[config.mk]
export PLATFORM = sky130hd
export DESIGN_NAME = hostport_slave
export DESIGN_NICKNAME = d
export VERILOG_FILES = /design/src/rtl/hp_pkg.sv /design/src/rtl/hp_sync.sv /design/src/rtl/hp_cycle_fsm.sv /design/src/rtl/hp_data_path.sv /design/src/rtl/hostport_slave.sv
export SDC_FILE = /design/constraint.sdc
export NUM_CORES = 1
export LEC_CHECK = 0
export BUFFER_PORTS_ARGS = -buffer_cell sky130_fd_sc_hd__buf_4
export CORE_ASPECT_RATIO = 2
export CORE_MARGIN = 5
export CORE_UTILIZATION = 43
export DETAILED_ROUTE_END_ITERATION = 10
export PLACE_DENSITY = 0.75
export REMOVE_ABC_BUFFERS = 1
export SYNTH_ARGS = -nofsm -noshare
export SYNTH_HDL_FRONTEND = slang
export SYNTH_SLANG_ARGS = --single-unit
export TNS_END_PERCENT = 5
[constraint.sdc]
create_clock -name clk -period 1.6 [get_ports clk]
set_input_delay 0.24 -clock clk [delete_from_list [all_inputs] [get_ports clk]]
set_output_delay 0.24 -clock clk [all_outputs]
set_load 0.02 [all_outputs]
[src/rtl/hp_pkg.sv]
// Shared types for the parallel port slave.
// Assumes: one handshake state machine per port instance.
package hp_pkg;

    // Handshake states of one host cycle.
    typedef enum logic [2:0] {
        ST_IDLE   = 3'd0,  // waiting for a strobe
        ST_ADDR   = 3'd1,  // address loaded, acknowledging
        ST_WACK   = 3'd2,  // write done, acknowledging
        ST_WPUSH  = 3'd3,  // stream write waiting for sink
        ST_RFETCH = 3'd4,  // register read issued
        ST_RWAIT  = 3'd5,  // stream read waiting for source
        ST_RSHOW  = 3'd6,  // data presented, acknowledge next
        ST_RACK   = 3'd7   // read acknowledged, waiting for release
    } hp_state_t;

endpackage

[src/rtl/hp_sync.sv]
// Multi-stage synchronizer for a group of asynchronous single-bit inputs.
// Assumes: each bit is independent (no multi-bit coherence required);
// reset value chosen to match the idle level of the inputs.
module hp_sync #(
    parameter int W       = 3,
    parameter int STAGES  = 2,
    parameter logic [W-1:0] RST_VAL = '1
) (
    input  logic         clk,
    input  logic         rst_n,
    input  logic [W-1:0] d_async,
    output logic [W-1:0] q_sync
);

    logic [W-1:0] stage_q [STAGES];

    genvar g;
    generate
        for (g = 0; g < STAGES; g++) begin : g_stage
            if (g == 0) begin : g_first
                // First flop: capture the asynchronous inputs.
                always_ff @(posedge clk) begin
                    if (!rst_n) stage_q[0] <= RST_VAL;
                    else        stage_q[0] <= d_async;
                end
            end else begin : g_next
                // Later flops: let metastability settle.
                always_ff @(posedge clk) begin
                    if (!rst_n) stage_q[g] <= RST_VAL;
                    else        stage_q[g] <= stage_q[g-1];
                end
            end
        end
    endgenerate

    assign q_sync = stage_q[STAGES-1];

endmodule

[src/rtl/hp_cycle_fsm.sv]
// Host cycle handshake state machine.
// Decodes address, write and read cycles from synchronized strobe levels,
// drives the acknowledge line and issues the core-side actions.
// Assumes: strobes are active-high here (already inverted and synchronized);
// the direction level is stable for the whole cycle.
module hp_cycle_fsm
    import hp_pkg::*;
(
    input  logic      clk,
    input  logic      rst_n,
    input  logic      dir_rd,     // synchronized direction, 1 = read
    input  logic      sel_act,    // synchronized address strobe active
    input  logic      dat_act,    // synchronized data strobe active
    input  logic      strm_hit,   // pointer selects the stream
    input  logic      wr_ready,   // stream sink ready
    input  logic      rd_valid,   // stream source valid
    output logic      busy,
    output logic      core_we,
    output logic      core_re,
    output logic      ld_addr,
    output logic      ld_wdata,
    output logic      ld_rdata,
    output logic      rd_done,
    output logic      rd_drop,
    output logic      rd_take,
    output logic      wr_valid
);

    hp_state_t st_q, st_d;
    logic      busy_d, we_d, re_d;

    // Next-state and action decode for one host cycle.
    always_comb begin
        st_d     = st_q;
        busy_d   = busy;
        we_d     = 1'b0;
        re_d     = 1'b0;
        ld_addr  = 1'b0;
        ld_wdata = 1'b0;
        ld_rdata = 1'b0;
        rd_done  = 1'b0;
        rd_drop  = 1'b0;
        rd_take  = 1'b0;
        case (st_q)
            ST_IDLE: begin
                if (sel_act && !dir_rd) begin
                    ld_addr = 1'b1;
                    busy_d  = 1'b1;
                    st_d    = ST_ADDR;
                end else if (dat_act && !dir_rd) begin
                    ld_wdata = 1'b1;
                    if (strm_hit) begin
                        st_d = ST_WPUSH;
                    end else begin
                        we_d   = 1'b1;
                        busy_d = 1'b1;
                        st_d   = ST_WACK;
                    end
                end else if (dat_act && dir_rd) begin
                    if (strm_hit) begin
                        st_d = ST_RWAIT;
                    end else begin
                        re_d = 1'b1;
                        st_d = ST_RFETCH;
                    end
                end
            end
            ST_ADDR: begin
                if (!sel_act) begin
                    busy_d = 1'b0;
                    st_d   = ST_IDLE;
                end
            end
            ST_WACK: begin
                if (!dat_act) begin
                    busy_d = 1'b0;
                    st_d   = ST_IDLE;
                end
            end
            ST_WPUSH: begin
                if (wr_ready) begin
                    busy_d = 1'b1;
                    st_d   = ST_WACK;
                end else if (!dat_act) begin
                    st_d = ST_IDLE;
                end
            end
            ST_RFETCH: begin
                if (!dat_act) begin
                    st_d = ST_IDLE;
                end else begin
                    ld_rdata = 1'b1;
                    st_d     = ST_RSHOW;
                end
            end
            ST_RWAIT: begin
                if (!dat_act) begin
                    st_d = ST_IDLE;
                end else if (rd_valid) begin
                    ld_rdata = 1'b1;
                    st_d     = ST_RSHOW;
                end
            end
            ST_RSHOW: begin
                if (!dat_act) begin
                    rd_drop = 1'b1;
                    st_d    = ST_IDLE;
                end else begin
                    busy_d  = 1'b1;
                    rd_take = strm_hit;
                    st_d    = ST_RACK;
                end
            end
            ST_RACK: begin
                if (!dat_act) begin
                    busy_d  = 1'b0;
                    rd_done = 1'b1;
                    st_d    = ST_IDLE;
                end
            end
            default: st_d = ST_IDLE;
        endcase
    end

    // State, acknowledge and core strobe registers.
    always_ff @(posedge clk) begin
        if (!rst_n) begin
            st_q    <= ST_IDLE;
            busy    <= 1'b0;
            core_we <= 1'b0;
            core_re <= 1'b0;
        end else begin
            st_q    <= st_d;
            busy    <= busy_d;
            core_we <= we_d;
            core_re <= re_d;
        end
    end

    assign wr_valid = (st_q == ST_WPUSH);

endmodule

[src/rtl/hp_data_path.sv]
// Data side of the port: register pointer, write byte, read byte latch,
// host bus drive enable and nibble status lines.
// Assumes: load pulses come from hp_cycle_fsm and are mutually exclusive.
module hp_data_path #(
    parameter int          DW        = 8,
    parameter logic [DW-1:0] STRM_ADDR = 8'hF0,
    localparam int         NW        = DW / 2
) (
    input  logic          clk,
    input  logic          rst_n,
    input  logic          nib_mode,
    input  logic [DW-1:0] hd_in,
    input  logic [DW-1:0] reg_rdata,
    input  logic [DW-1:0] strm_rd_data,
    input  logic          ld_addr,
    input  logic          ld_wdata,
    input  logic          ld_rdata,
    input  logic          rd_done,
    input  logic          rd_drop,
    output logic          strm_hit,
    output logic [DW-1:0] ptr,
    output logic [DW-1:0] wdata,
    output logic [DW-1:0] rdata,
    output logic          oe,
    output logic [NW-1:0] stat
);

    logic [DW-1:0] rd_src;

    // Pick the read source the pointer selects.
    assign rd_src   = strm_hit ? strm_rd_data : reg_rdata;
    assign strm_hit = (ptr == STRM_ADDR);

    // Pointer and write byte capture.
    always_ff @(posedge clk) begin
        if (!rst_n) begin
            ptr   <= '0;
            wdata <= '0;
        end else begin
            if (ld_addr)  ptr   <= hd_in;
            if (ld_wdata) wdata <= hd_in;
        end
    end

    // Read byte latch and byte-mode bus enable.
    always_ff @(posedge clk) begin
        if (!rst_n) begin
            rdata <= '0;
            oe    <= 1'b0;
        end else begin
            if (ld_rdata) begin
                rdata <= rd_src;
                oe    <= !nib_mode;
            end else if (rd_done || rd_drop) begin
                oe    <= 1'b0;
            end
        end
    end

    // Nibble status lines: upper half first, lower half after release.
    always_ff @(posedge clk) begin
        if (!rst_n) begin
            stat <= '0;
        end else if (nib_mode) begin
            if (ld_rdata)     stat <= rd_src[DW-1:NW];
            else if (rd_done) stat <= rdata[NW-1:0];
        end
    end

endmodule

[src/rtl/hostport_slave.sv]
// Top of the parallel port peripheral slave.
// Synchronizes the host strobes, runs the handshake machine and the data
// path, and exposes a register port and a valid/ready stream port.
// Assumes: host data and direction are stable while a strobe is active.
module hostport_slave #(
    parameter int            DW          = 8,
    parameter int            SYNC_STAGES = 2,
    parameter logic [DW-1:0] STRM_ADDR   = 8'hF0,
    localparam int           NW          = DW / 2
) (
    input  logic          clk,
    input  logic          rst_n,
    input  logic          nib_mode,
    input  logic          hs_dir,
    input  logic          hs_sel_n,
    input  logic          hs_dat_n,
    output logic          hs_busy,
    input  logic [DW-1:0] hd_in,
    output logic [DW-1:0] hd_out,
    output logic          hd_oe,
    output logic [NW-1:0] hs_stat,
    output logic [DW-1:0] reg_addr,
    output logic [DW-1:0] reg_wdata,
    output logic          reg_we,
    output logic          reg_re,
    input  logic [DW-1:0] reg_rdata,
    output logic          strm_wr_valid,
    input  logic          strm_wr_ready,
    output logic [DW-1:0] strm_wr_data,
    input  logic          strm_rd_valid,
    input  logic [DW-1:0] strm_rd_data,
    output logic          strm_rd_take
);

    logic [2:0] sync_q;
    logic       dir_rd, sel_act, dat_act, strm_hit;
    logic       ld_addr, ld_wdata, ld_rdata, rd_done, rd_drop;
    logic [DW-1:0] wdata;

    // Strobe synchronizers; idle levels are direction 0, strobes high.
    hp_sync #(.W(3), .STAGES(SYNC_STAGES), .RST_VAL(3'b110)) u_sync (
        .clk     (clk),
        .rst_n   (rst_n),
        .d_async ({hs_sel_n, hs_dat_n, hs_dir}),
        .q_sync  (sync_q)
    );

    assign sel_act = !sync_q[2];
    assign dat_act = !sync_q[1];
    assign dir_rd  =  sync_q[0];

    hp_cycle_fsm u_fsm (
        .clk      (clk),
        .rst_n    (rst_n),
        .dir_rd   (dir_rd),
        .sel_act  (sel_act),
        .dat_act  (dat_act),
        .strm_hit (strm_hit),
        .wr_ready (strm_wr_ready),
        .rd_valid (strm_rd_valid),
        .busy     (hs_busy),
        .core_we  (reg_we),
        .core_re  (reg_re),
        .ld_addr  (ld_addr),
        .ld_wdata (ld_wdata),
        .ld_rdata (ld_rdata),
        .rd_done  (rd_done),
        .rd_drop  (rd_drop),
        .rd_take  (strm_rd_take),
        .wr_valid (strm_wr_valid)
    );

    hp_data_path #(.DW(DW), .STRM_ADDR(STRM_ADDR)) u_dp (
        .clk          (clk),
        .rst_n        (rst_n),
        .nib_mode     (nib_mode),
        .hd_in        (hd_in),
        .reg_rdata    (reg_rdata),
        .strm_rd_data (strm_rd_data),
        .ld_addr      (ld_addr),
        .ld_wdata     (ld_wdata),
        .ld_rdata     (ld_rdata),
        .rd_done      (rd_done),
        .rd_drop      (rd_drop),
        .strm_hit     (strm_hit),
        .ptr          (reg_addr),
        .wdata        (wdata),
        .rdata        (hd_out),
        .oe           (hd_oe),
        .stat         (hs_stat)
    );

    assign reg_wdata    = wdata;
    assign strm_wr_data = wdata;

endmodule

==> parameters.txt <==
Parameter                              Value

Place
  Detailed Place HPWL ... 3435 um
  Port buffer count ... 73
  Setup slack at placement ... 0.01920 ns
  RD Place Congestion ... approximately 0.81

Finish
  Antenna Diode Count ... 0
  Net count of the finished layout ... ~300
  Layout overhead on the synthesized area ... 40.86%
  Area of all sequential standard cells ... around 820 um^2
  Fraction of final layout cells with drive strength greater than 1 ... 41.20%
  Area of the multi-input gates ... 945.9 um^2
  Filler cell count in the final layout ... approximately 380

CTS
  CTS tree ... yes
  CTS max path bufs ... 2
  Root Driver ... clkbuf_8
  CTS Buf Count ... 5
  Hold Buf Count CTS ... 0
  CTS H-tree lvls ... 2
  Clock insertion delay at the later pin of the skew report ... 0.29 ns
  Clock transition at the registers of the reported paths ... about 0.070 ns
  Sink Count ... 41

Global route
  Overall global routing resource usage ... 15.31%
  Number of antenna violations at the first check in global routing ... 0
  First-pass GRT wire length ... 6893 um
  Maximum number of pins on one net before global-route repair ... 41
  Via count of the first global-routing pass ... 1513
  Overflow left after global routing ... 0

Die
  FP Rows ... 34
  Chip Height ... between 100 and 150 um
  Core area ... 4297 um^2
  Number of I/O pins ... 74
  Effective utilization at floorplan ... 43.33%
  DIE AREA ... approximately 5800 um^2
  Die Wd ... 56.53 um

Status
  Result of the run ... complete, but fails checks
  Violations in the final reports ... negative setup slack

STA
  Upper clock frequency limit ... 589.1 MHz
  Final worst-path setup slack ... -0.09750 ns
  Number of pins with negative max-slew slack in the final report ... 0
  Hold WS ... 0.1329 ns
  Slew at the pin with the worst max-slew slack ... 0.3765 ns
  Setup repair after global routing missed its margin ... true
  Final period util ... 106.1%
  Worst clock skew ... approximately 0.0054 ns
  Tightest slew margin relative to the limit ... 74.82%
  Minimum period implied by the final worst setup slack ... 1.698 ns
  Count of final hold-check violations ... 0
  Number of setup violations in the final report ... 3

Critical path
  Largest driver fanout on the critical path ... 4
  Launching element type of the critical path ... register
  Endpoint required time on the critical path ... around 1.4 ns
  Endpoint arrival time on the critical path ... between 1 and 1.5 ns
  Worst Setup End Kind ... primary output
  Type of the setup path with the least slack ... register to primary output

Yosys
  Share of flip-flops with an asynchronous set or reset after synthesis ... 0%
  Unique masters post-synth ... 40
  Syn Std Cell Area ... ~1900 um^2
  Largest cells by area after synthesis ... dfxtp_1, mux2i_1, nor2b_1, a21oi_1, buf_4
  YS warnings ... 0
  Number of synthesized flops with an enable pin ... 0
  Primary flip-flop cell chosen by synthesis mapping ... dfxtp_1
  Cell taking the most area after synthesis ... dfxtp_1
  Register area share after synthesis ... 44.09%
  Flip-flop and latch count after synthesis ... 41
  Area share of the largest cell type after synthesis ... 44.09%
  Instance count of the mapped netlist ... 194
  Syn_area_per_cell ... 9.597 um^2

Drt
  Detailed router's first-iteration violation count ... 18
  Pre-Repair DR Iteration Count ... 4
  Drt wl/cell ... 14.18 um
  Total vias in the final route ... 1608
  Remaining DRCs ... 0
  Final antenna-violating net count ... 0
  Mean number of vias per cell ... 5.009
  Sum of routed wire length over all layers ... 4552 um

Run
  Count of maximum capacitance violations ... 0

Pwr
  Static leakage ... around 1.3 nW
  Power density normalized to cell area ... 869.5 nW/um^2
  Worst voltage drop across the vdd grid ... 761.3 uV

Hold path
  Path type of the worst min-delay path ... input pin to register
## synth_stat cells (all sizes together), types with 2 or more instances
cell type and instances:
dfxtp 41, mux2i 26, nor2b 18, buf 17
a21oi 15, o21ai 13, inv 6, nand2b 6
nor2 6, nand2 5, nor3 5, clkbuf 4
a32o 3, and3 3, nand4 3, a21boi 2
and2 2, nand3 2, nor4 2, o211ai 2
or3 2
## where the power goes
part           switching, mW  internal, mW
clock network          0.330         0.389
logic                  0.225         0.227
registers             0.0431          1.07
## final cells by class
type,instances,area share (%)
clock buffers,7,3.674
repair buffers,86,25.19
clock inverters,1,0.1908
multi-input cells,126,36.07
inverters,6,0.8588
well taps,54,2.576
flip-flops and latches,41,31.44
## flip-flops by register name, indices dropped and copies added, names as in the netlist, 3 cells and up
signal	flops
u_dp.wdata	8
u_dp.stat	4
u_sync.stage_q	6
u_fsm.st_q	3
u_dp.ptr	8
u_dp.rdata	8
## routing by layer
| metal | GRT usage (%) | vias to the layer above | share of wire (%) |
|---|---|---|---|
| met2 | 30.39 | 33 | 59 |
| met5 | 0 | - | 0 |
| met3 | 2.381 | 5 | 3.3 |
| met1 | 14.75 | 751 | 36 |
| met4 | 7.678 | 0 | 2.1 |
| li1 | - | 819 | - |
## through the flow
| step | cell area (um^2) | utilization (%) | instances | total power [mW] | setup TNS (ns) |
|---|---|---|---|---|---|
| 3_3_place_gp | 2439 | 56.76 | 312 | 1.561 | 0 |
| 4_1_cts | 2572 | 59.87 | 321 | 2.298 | -0.2459 |
| 2_1_floorplan | 1733 | - | 173 | 1.366 | -1.200 |
| 5_1_grt | 2623 | 61.04 | 321 | 2.394 | -0.5349 |
| 6_report | 2623 | 61.04 | 321 | 2.280 | -0.1557 |
| 3_5_place_dp | 2439 | 56.76 | 312 | 1.564 | 0 |
## critical path, cell delays in order, from the launching register on
cell	delay (ns)
dfxtp_2	0.34
nor4b_4	0.27
nand4_2	0.12
buf_6	0.15
nor4_4	0.11
buf_4	0.18
## path summary, 6_finish.rpt
path | startpoint | endpoint | slack (ns) | cells past startpoint
max | u_dp.ptr[2]$_SDFFE_PN0P_ | strm_rd_take | -0.1 | 5
min | hs_sel_n | u_sync.stage_q[0][2]$_SDFF_PN1_ | 0.13 | 2
max reg2reg | u_dp.ptr[2]$_SDFFE_PN0P_ | u_dp.stat[3]$_SDFFE_PN0P_ | -0.06 | 7
min reg2reg | u_sync.stage_q[0][1]$_SDFF_PN1_ | u_sync.stage_q[1][1]$_SDFF_PN1_ | 0.41 | 1
## layout by cell type (no fill, tap or decap), types with 2 or more instances in the layout
master     n
dfxtp_1   38
or3_1      2
nor3_2     2
and3_1     3
a32o_1     3
buf_4     83
mux2i_4    2
nor3_1     3
mux2i_2    2
o21ai_0   12
clkbuf_8   7
nand2_1    5
nand4_1    2
nor2b_1   18
nor2_1     6
and2_1     2
nand2b_1   6
a21oi_1   15
inv_1      6
buf_6      2
dfxtp_2    3
mux2i_1   22
## kinds of logic after synthesis
group / synth area share, %
xor+xnor: 0.9410
mux: 13.98
flops: 44.09
compound gates: 14.72
simple gates: 18.14
buf+inv: 8.131
## what timing repair did
item | in CTS | in global routing
hold endpoints to repair | 0 | 0
resized for setup | 6 | 10
pin swaps | 3 | 1
setup endpoints to repair | 1 | 8
setup buffers | 1 | 0
(Power assumes the default switching activity.)
